$ cat src/rtl/dadc_pkg.sv
package dadc_pkg;

    parameter int unsigned DADC_RES_W  = 16;
    localparam int unsigned DADC_WORD_W = 2 * DADC_RES_W;

    typedef enum logic [1:0] {
        MODE_INDEP = 2'b00,
        MODE_SIMUL = 2'b01,
        MODE_STAGR = 2'b10,
        MODE_RSVD  = 2'b11
    } dadc_mode_e;

    typedef logic [DADC_RES_W-1:0] dadc_res_t;

    typedef struct packed {
        dadc_res_t hi;   // unit B
        dadc_res_t lo;   // unit A
    } dadc_word_t;

    function automatic logic mode_is_joint(input dadc_mode_e m);
        return (m == MODE_SIMUL) || (m == MODE_STAGR);
    endfunction

endpackage

$ cat src/rtl/dadc_stagger_timer.sv
module dadc_stagger_timer #(
    parameter int unsigned DELAY = 7
) (
    input  logic clk,
    input  logic rst,
    input  logic load,
    input  logic abort,
    output logic fire
);
    localparam int unsigned CW = $clog2(DELAY + 1);

    logic [CW-1:0] remain;

    always_ff @(posedge clk) begin
        if (rst || abort) begin
            remain <= '0;
        end else if (load) begin
            remain <= CW'(DELAY);
        end else if (remain != '0) begin
            remain <= remain - 1'b1;
        end
    end

    // fire one cycle before the count runs out; the start register adds the last cycle
    assign fire = (remain == CW'(1)) && !abort;

endmodule

$ cat src/rtl/dadc_pair_join.sv
module dadc_pair_join
    import dadc_pkg::*;
(
    input  logic       clk,
    input  logic       rst,
    input  logic       clear,
    input  logic       done_a,
    input  dadc_res_t  res_a,
    input  logic       done_b,
    input  dadc_res_t  res_b,
    output logic       both,
    output dadc_word_t word
);
    logic      got_a, got_b;
    dadc_res_t hold_a, hold_b;

    always_ff @(posedge clk) begin
        if (rst) begin
            got_a  <= 1'b0;
            got_b  <= 1'b0;
            hold_a <= '0;
            hold_b <= '0;
        end else begin
            if (done_a) hold_a <= res_a;
            if (done_b) hold_b <= res_b;
            if (clear) begin
                got_a <= 1'b0;
                got_b <= 1'b0;
            end else begin
                got_a <= got_a | done_a;
                got_b <= got_b | done_b;
            end
        end
    end

    assign both    = (got_a | done_a) & (got_b | done_b);
    assign word.lo = done_a ? res_a : hold_a;
    assign word.hi = done_b ? res_b : hold_b;

endmodule

$ cat src/rtl/dadc_eoc_flag.sv
module dadc_eoc_flag (
    input  logic clk,
    input  logic rst,
    input  logic set,
    input  logic clr,
    input  logic irq_en,
    output logic flag,
    output logic irq
);
    always_ff @(posedge clk) begin
        if (rst)      flag <= 1'b0;
        else if (set) flag <= 1'b1;
        else if (clr) flag <= 1'b0;
    end

    assign irq = flag & irq_en;

endmodule

$ cat src/rtl/dual_adc_sync.sv
module dual_adc_sync
    import dadc_pkg::*;
#(
    parameter int unsigned STAGGER_CYC = 7
) (
    input  logic                   clk,
    input  logic                   rst,
    input  logic [1:0]             mode_sel,
    input  logic                   cont_en,
    input  logic                   irq_en,
    input  logic                   trig_a,
    input  logic                   trig_b,
    input  logic                   done_a,
    input  logic [DADC_RES_W-1:0]  res_a,
    input  logic                   done_b,
    input  logic [DADC_RES_W-1:0]  res_b,
    input  logic                   eoc_clr,
    output logic                   start_a,
    output logic                   start_b,
    output logic                   eoc_flag,
    output logic                   eoc_irq,
    output logic [DADC_WORD_W-1:0] pack_word,
    output logic                   dma_req
);
    dadc_mode_e mode, mode_q;
    logic       abort, joint, busy;
    logic       go, round_done, restart, fire;
    logic       join_both, join_clear, upd;
    dadc_word_t join_word, word_q, word_n;

    assign mode  = dadc_mode_e'(mode_sel);
    assign abort = (mode != mode_q);
    assign joint = mode_is_joint(mode);

    assign go         = joint && !abort && !busy && trig_a;
    assign round_done = joint && !abort && busy && join_both;
    assign restart    = round_done && (mode == MODE_STAGR) && cont_en;
    assign join_clear = abort || !busy || round_done;

    dadc_stagger_timer #(.DELAY(STAGGER_CYC)) u_timer (
        .clk   (clk),
        .rst   (rst),
        .load  ((go || restart) && (mode == MODE_STAGR)),
        .abort (abort),
        .fire  (fire)
    );

    dadc_pair_join u_join (
        .clk    (clk),
        .rst    (rst),
        .clear  (join_clear),
        .done_a (done_a),
        .res_a  (res_a),
        .done_b (done_b),
        .res_b  (res_b),
        .both   (join_both),
        .word   (join_word)
    );

    always_comb begin
        word_n = word_q;
        upd    = 1'b0;
        if (!abort) begin
            if (joint) begin
                if (round_done) begin
                    word_n = join_word;
                    upd    = 1'b1;
                end
            end else if (done_a || done_b) begin
                if (done_a) word_n.lo = res_a;
                if (done_b) word_n.hi = res_b;
                upd = 1'b1;
            end
        end
    end

    always_ff @(posedge clk) begin
        if (rst) begin
            mode_q  <= MODE_INDEP;
            busy    <= 1'b0;
            start_a <= 1'b0;
            start_b <= 1'b0;
            word_q  <= '0;
            dma_req <= 1'b0;
        end else begin
            mode_q  <= mode;
            word_q  <= word_n;
            dma_req <= upd;
            if (abort) begin
                busy    <= 1'b0;
                start_a <= 1'b0;
                start_b <= 1'b0;
            end else if (!joint) begin
                busy    <= 1'b0;
                start_a <= trig_a;
                start_b <= trig_b;
            end else begin
                if (go)              busy <= 1'b1;
                else if (round_done) busy <= restart;
                start_b <= go || restart;
                start_a <= (mode == MODE_SIMUL) ? go : fire;
            end
        end
    end

    assign pack_word = word_q;

    dadc_eoc_flag u_eoc (
        .clk    (clk),
        .rst    (rst),
        .set    (upd),
        .clr    (eoc_clr),
        .irq_en (irq_en),
        .flag   (eoc_flag),
        .irq    (eoc_irq)
    );

endmodule

$ cat config.mk
export PLATFORM = sky130hd
export DESIGN_NAME = dual_adc_sync
export DESIGN_NICKNAME = d
export VERILOG_FILES = /design/src/rtl/dadc_pkg.sv /design/src/rtl/dadc_stagger_timer.sv /design/src/rtl/dadc_pair_join.sv /design/src/rtl/dadc_eoc_flag.sv /design/src/rtl/dual_adc_sync.sv
export SDC_FILE = /design/constraint.sdc
export NUM_CORES = 1
export LEC_CHECK = 0
export ABC_AREA = 1
export CAP_MARGIN = 20
export CORE_MARGIN = 5
export CORE_UTILIZATION = 51
export CTS_BUF_LIST = sky130_fd_sc_hd__clkbuf_8
export DETAILED_ROUTE_END_ITERATION = 8
export GPL_TIMING_DRIVEN = 0
export PLACE_DENSITY_LB_ADDON = 0.15
export SLEW_MARGIN = 30
export SYNTH_ARGS = -nofsm -noshare
export SYNTH_HDL_FRONTEND = slang
export SYNTH_SLANG_ARGS = --single-unit
$ cat constraint.sdc
create_clock -name clk -period 2.1 [get_ports clk]
set_clock_uncertainty 0.05 [all_clocks]
set_input_delay 0.42 -clock clk [delete_from_list [all_inputs] [get_ports clk]]
set_output_delay 0.42 -clock clk [all_outputs]
set_load 0.1 [all_outputs]
==> impl_metrics.csv <==
group,metric,value,unit
route,drt_pass1_iterations,4,
route,vias,3084,
placement,port_buffers,78,
synth,ys_types,27,
critical_path,cp_max_fo,2,
cts,cts_tree,"yes",
pwr,power,3.76,mW
critical_path,cp.arrival,1.57,ns
timing,timing.hold.ws,0.384,ns
pwr,vdd_drop_max,0.000537,V
synth,syn-num-nets,490,
route,avgViaCountPerCell,5.04,
cts,cts_made_buffers,9,
pwr,combPwrFrac,25.3,%
critical_path,worstSetupPathType,"reg2out",
finish,layout.nets,579,
critical_path,worstSetupEndpointType,"output pin",
placement,placed_area,4230,um^2
cts,cts_sinks,76,
pwr,power_density,847,nW/um^2
critical_path,path_buf_inv,1,
timing,drv_slew,0,
cts,cts_setup_buffers,0,
route,drc,0,
critical_path,slowest_delay,0.87,ns
timing,fin_crit_sh,97.0,%
synth,synth_top_area_share,45.3,%
finish,final_common_cell,"nor2_1",
die,io_pins,80,
critical_path,critPathRequiredTime,1.63,ns
timing,worst_pin_slew,0.971,ns
timing,finalSetupViolations,0,
pwr,leakagePower,2.24,nW
cts,clk_path_buf_depth,2,
die,fp.dieW,91.1,um
pwr,p_int,2.50,mW
timing,finalHoldViolCount,0,
critical_path,crit_family,"buffers and inverters",
synth,yosysTopAreaCell,"dfxtp_1",
cts,hold_buffers,0,
route,routed_wirelength,8.23,mm
die,fp.dieArea,8300,um^2
timing,finalCriticalPeriod,2.04,ns
critical_path,crit_slowest_cell,"dlygate4sd2_1",
die,start_util,52.5,%
placement,dpl.hpwl,5.90,mm
timing,grt_setup_unrepaired,"no",
finish,drive_above_1_share,8.60,%
cts,clkSlewWorstSetupHoldPaths,0.08,ns
timing,max_freq,0.491,GHz
placement,dp.cells,597,
route,drt_iter0_drc,118,
grt,grt_pass1_vias,3113,
timing,max_slew_margin,35.5,%
finish,syn2layout_area_growth,32.4,%
die,core_region_area,6390,um^2
finish,diodes,0,
grt,grt_max_degree,14,
synth,syn_inst,442,
finish,final_area,4440,um^2
grt,track_usage,20.4,%
grt,antenna_found_initial,0,
pwr,power_frac_seq,41.6,%
finish,layout_common_cells,"nor2_1, nand2_1, dfxtp_1",
synth,seq_area_frac_synth,45.3,%
finish,fin_util,69.6,%
die,die_height,91.1,um
synth,ys_top_cells_by_area,"dfxtp_1, nor2_1, mux2i_1, nand2_1, o21ai_0",
die,rows,29,
route,ant_nets,0,
route,wl_per_cell,13.4,um
pwr,p_switching,1.26,mW
grt,grt_pass1_wl,14.0,mm
worst_hold_path,hold_path.class,"in2reg",
synth,avgSynthCellArea,7.59,um^2
synth,synth_warnings,0,
critical_path,cp_cell_sequence,"dlygate4sd2_1",
synth,synth-seq-cells,76,
grt,grt_overflow,0,
cts,htree_levels,3,
pwr,pwr-share-clk,33.1,%
outcome,outcome,"completed",
placement,place.gp.congestion,0.778,
critical_path,startpoint_type,"flop",
pwr,swShare,33.6,%
cts,root_buffer,"clkbuf_8",
finish,final-instance-count-excl-fill,612,
synth,syn_area,3360,um^2
job,cap_violations,0,
cts,worstSkewPairLatency,0.34,ns
-- final timing paths --
kind | depth (start not counted) | slack (ns) | startpoint | to
setup reg to reg | 10 | 0.61 | mode_q[1] | pack_word[14]
hold / removal | 3 | 0.38 | done_b | u_join.got_b
setup / recovery | 1 | 0.06 | pack_word[15] | pack_word[15]
hold reg to reg | 2 | 0.43 | u_eoc.flag | u_eoc.flag
-- cell type report --
type	instances	area, um^2
Fill cell	565	1940
Multi-Input combinational cell	303	1550
Sequential cell	76	1520
Timing Repair Buffer	78	737
Buffer	23	158
Inverter	40	155
Clock buffer	10	138
Tap cell	77	96.3
Clock inverter	5	85.1
-- registers in the layout, summed over array words and instances, names as in the netlist --
name	count
pack_word	32
u_join.hold_a	16
u_join.hold_b	16
u_timer.remain	3
mode_q	2
busy	1
dma_req	1
start_a	1
start_b	1
u_eoc.flag	1
u_join.got_a	1
u_join.got_b	1
-- metal layers --
layer / share of wire [%] / vias to the layer above / GRT usage (%)
li1: - / 1559 / -
met1: 43 / 1433 / 25.2
met2: 49 / 79 / 34.4
met3: 6.3 / 13 / 4.55
met4: 1.5 / 0 / 8.44
met5: 0 / - / 0
-- logic make-up (layout without fill, tap and decap cells) --
logic type      after synthesis  in the layout  share of synthesized area (%)
compound gates               61             61                           9.58
flops                        76             76                           45.3
buf+inv                      63            156                           8.91
mux                          32             32                           9.55
simple gates                204            204                           24.5
xor+xnor                      1              1                          0.261
fa+ha+maj                     5              5                           1.86
-- repair_timing --
item                                    in CTS  in global routing
gates cloned                                 0                  0
endpoints found under the setup margin      47                 31
gates resized for setup                     40                 10
-- power groups by stage --
| stage | Sequential [mW] | Clock (mW) | Combinational, mW |
|---|---|---|---|
| floorplan | 1.97 | 0 | 0.330 |
| global placement | 1.60 | 0 | 0.961 |
| detailed placement | 1.60 | 0 | 0.972 |
| CTS | 1.57 | 1.26 | 0.943 |
| global route | 1.58 | 1.33 | 1.02 |
| finish | 1.57 | 1.25 | 0.950 |
-- through the flow --
step                      setup TNS, ns  setup slack (ns)
after global placement           -12.39            -0.504
after CTS                             0           0.00142
after floorplan                       0             0.280
final                                 0            0.0622
after detailed placement         -12.77            -0.497
after global routing                  0            0.0269
-- cell usage after synthesis, drive strengths merged --
master / instances
a21oi: 5
a31oi: 1
buf: 16
clkbuf: 7
dfxtp: 76
ha: 5
inv: 40
mux2i: 32
nand2: 87
nand3: 6
nand4: 1
nor2: 110
o21ai: 54
o311ai: 1
xor2: 1
Note: power is estimated with default switching activity, not from simulation.
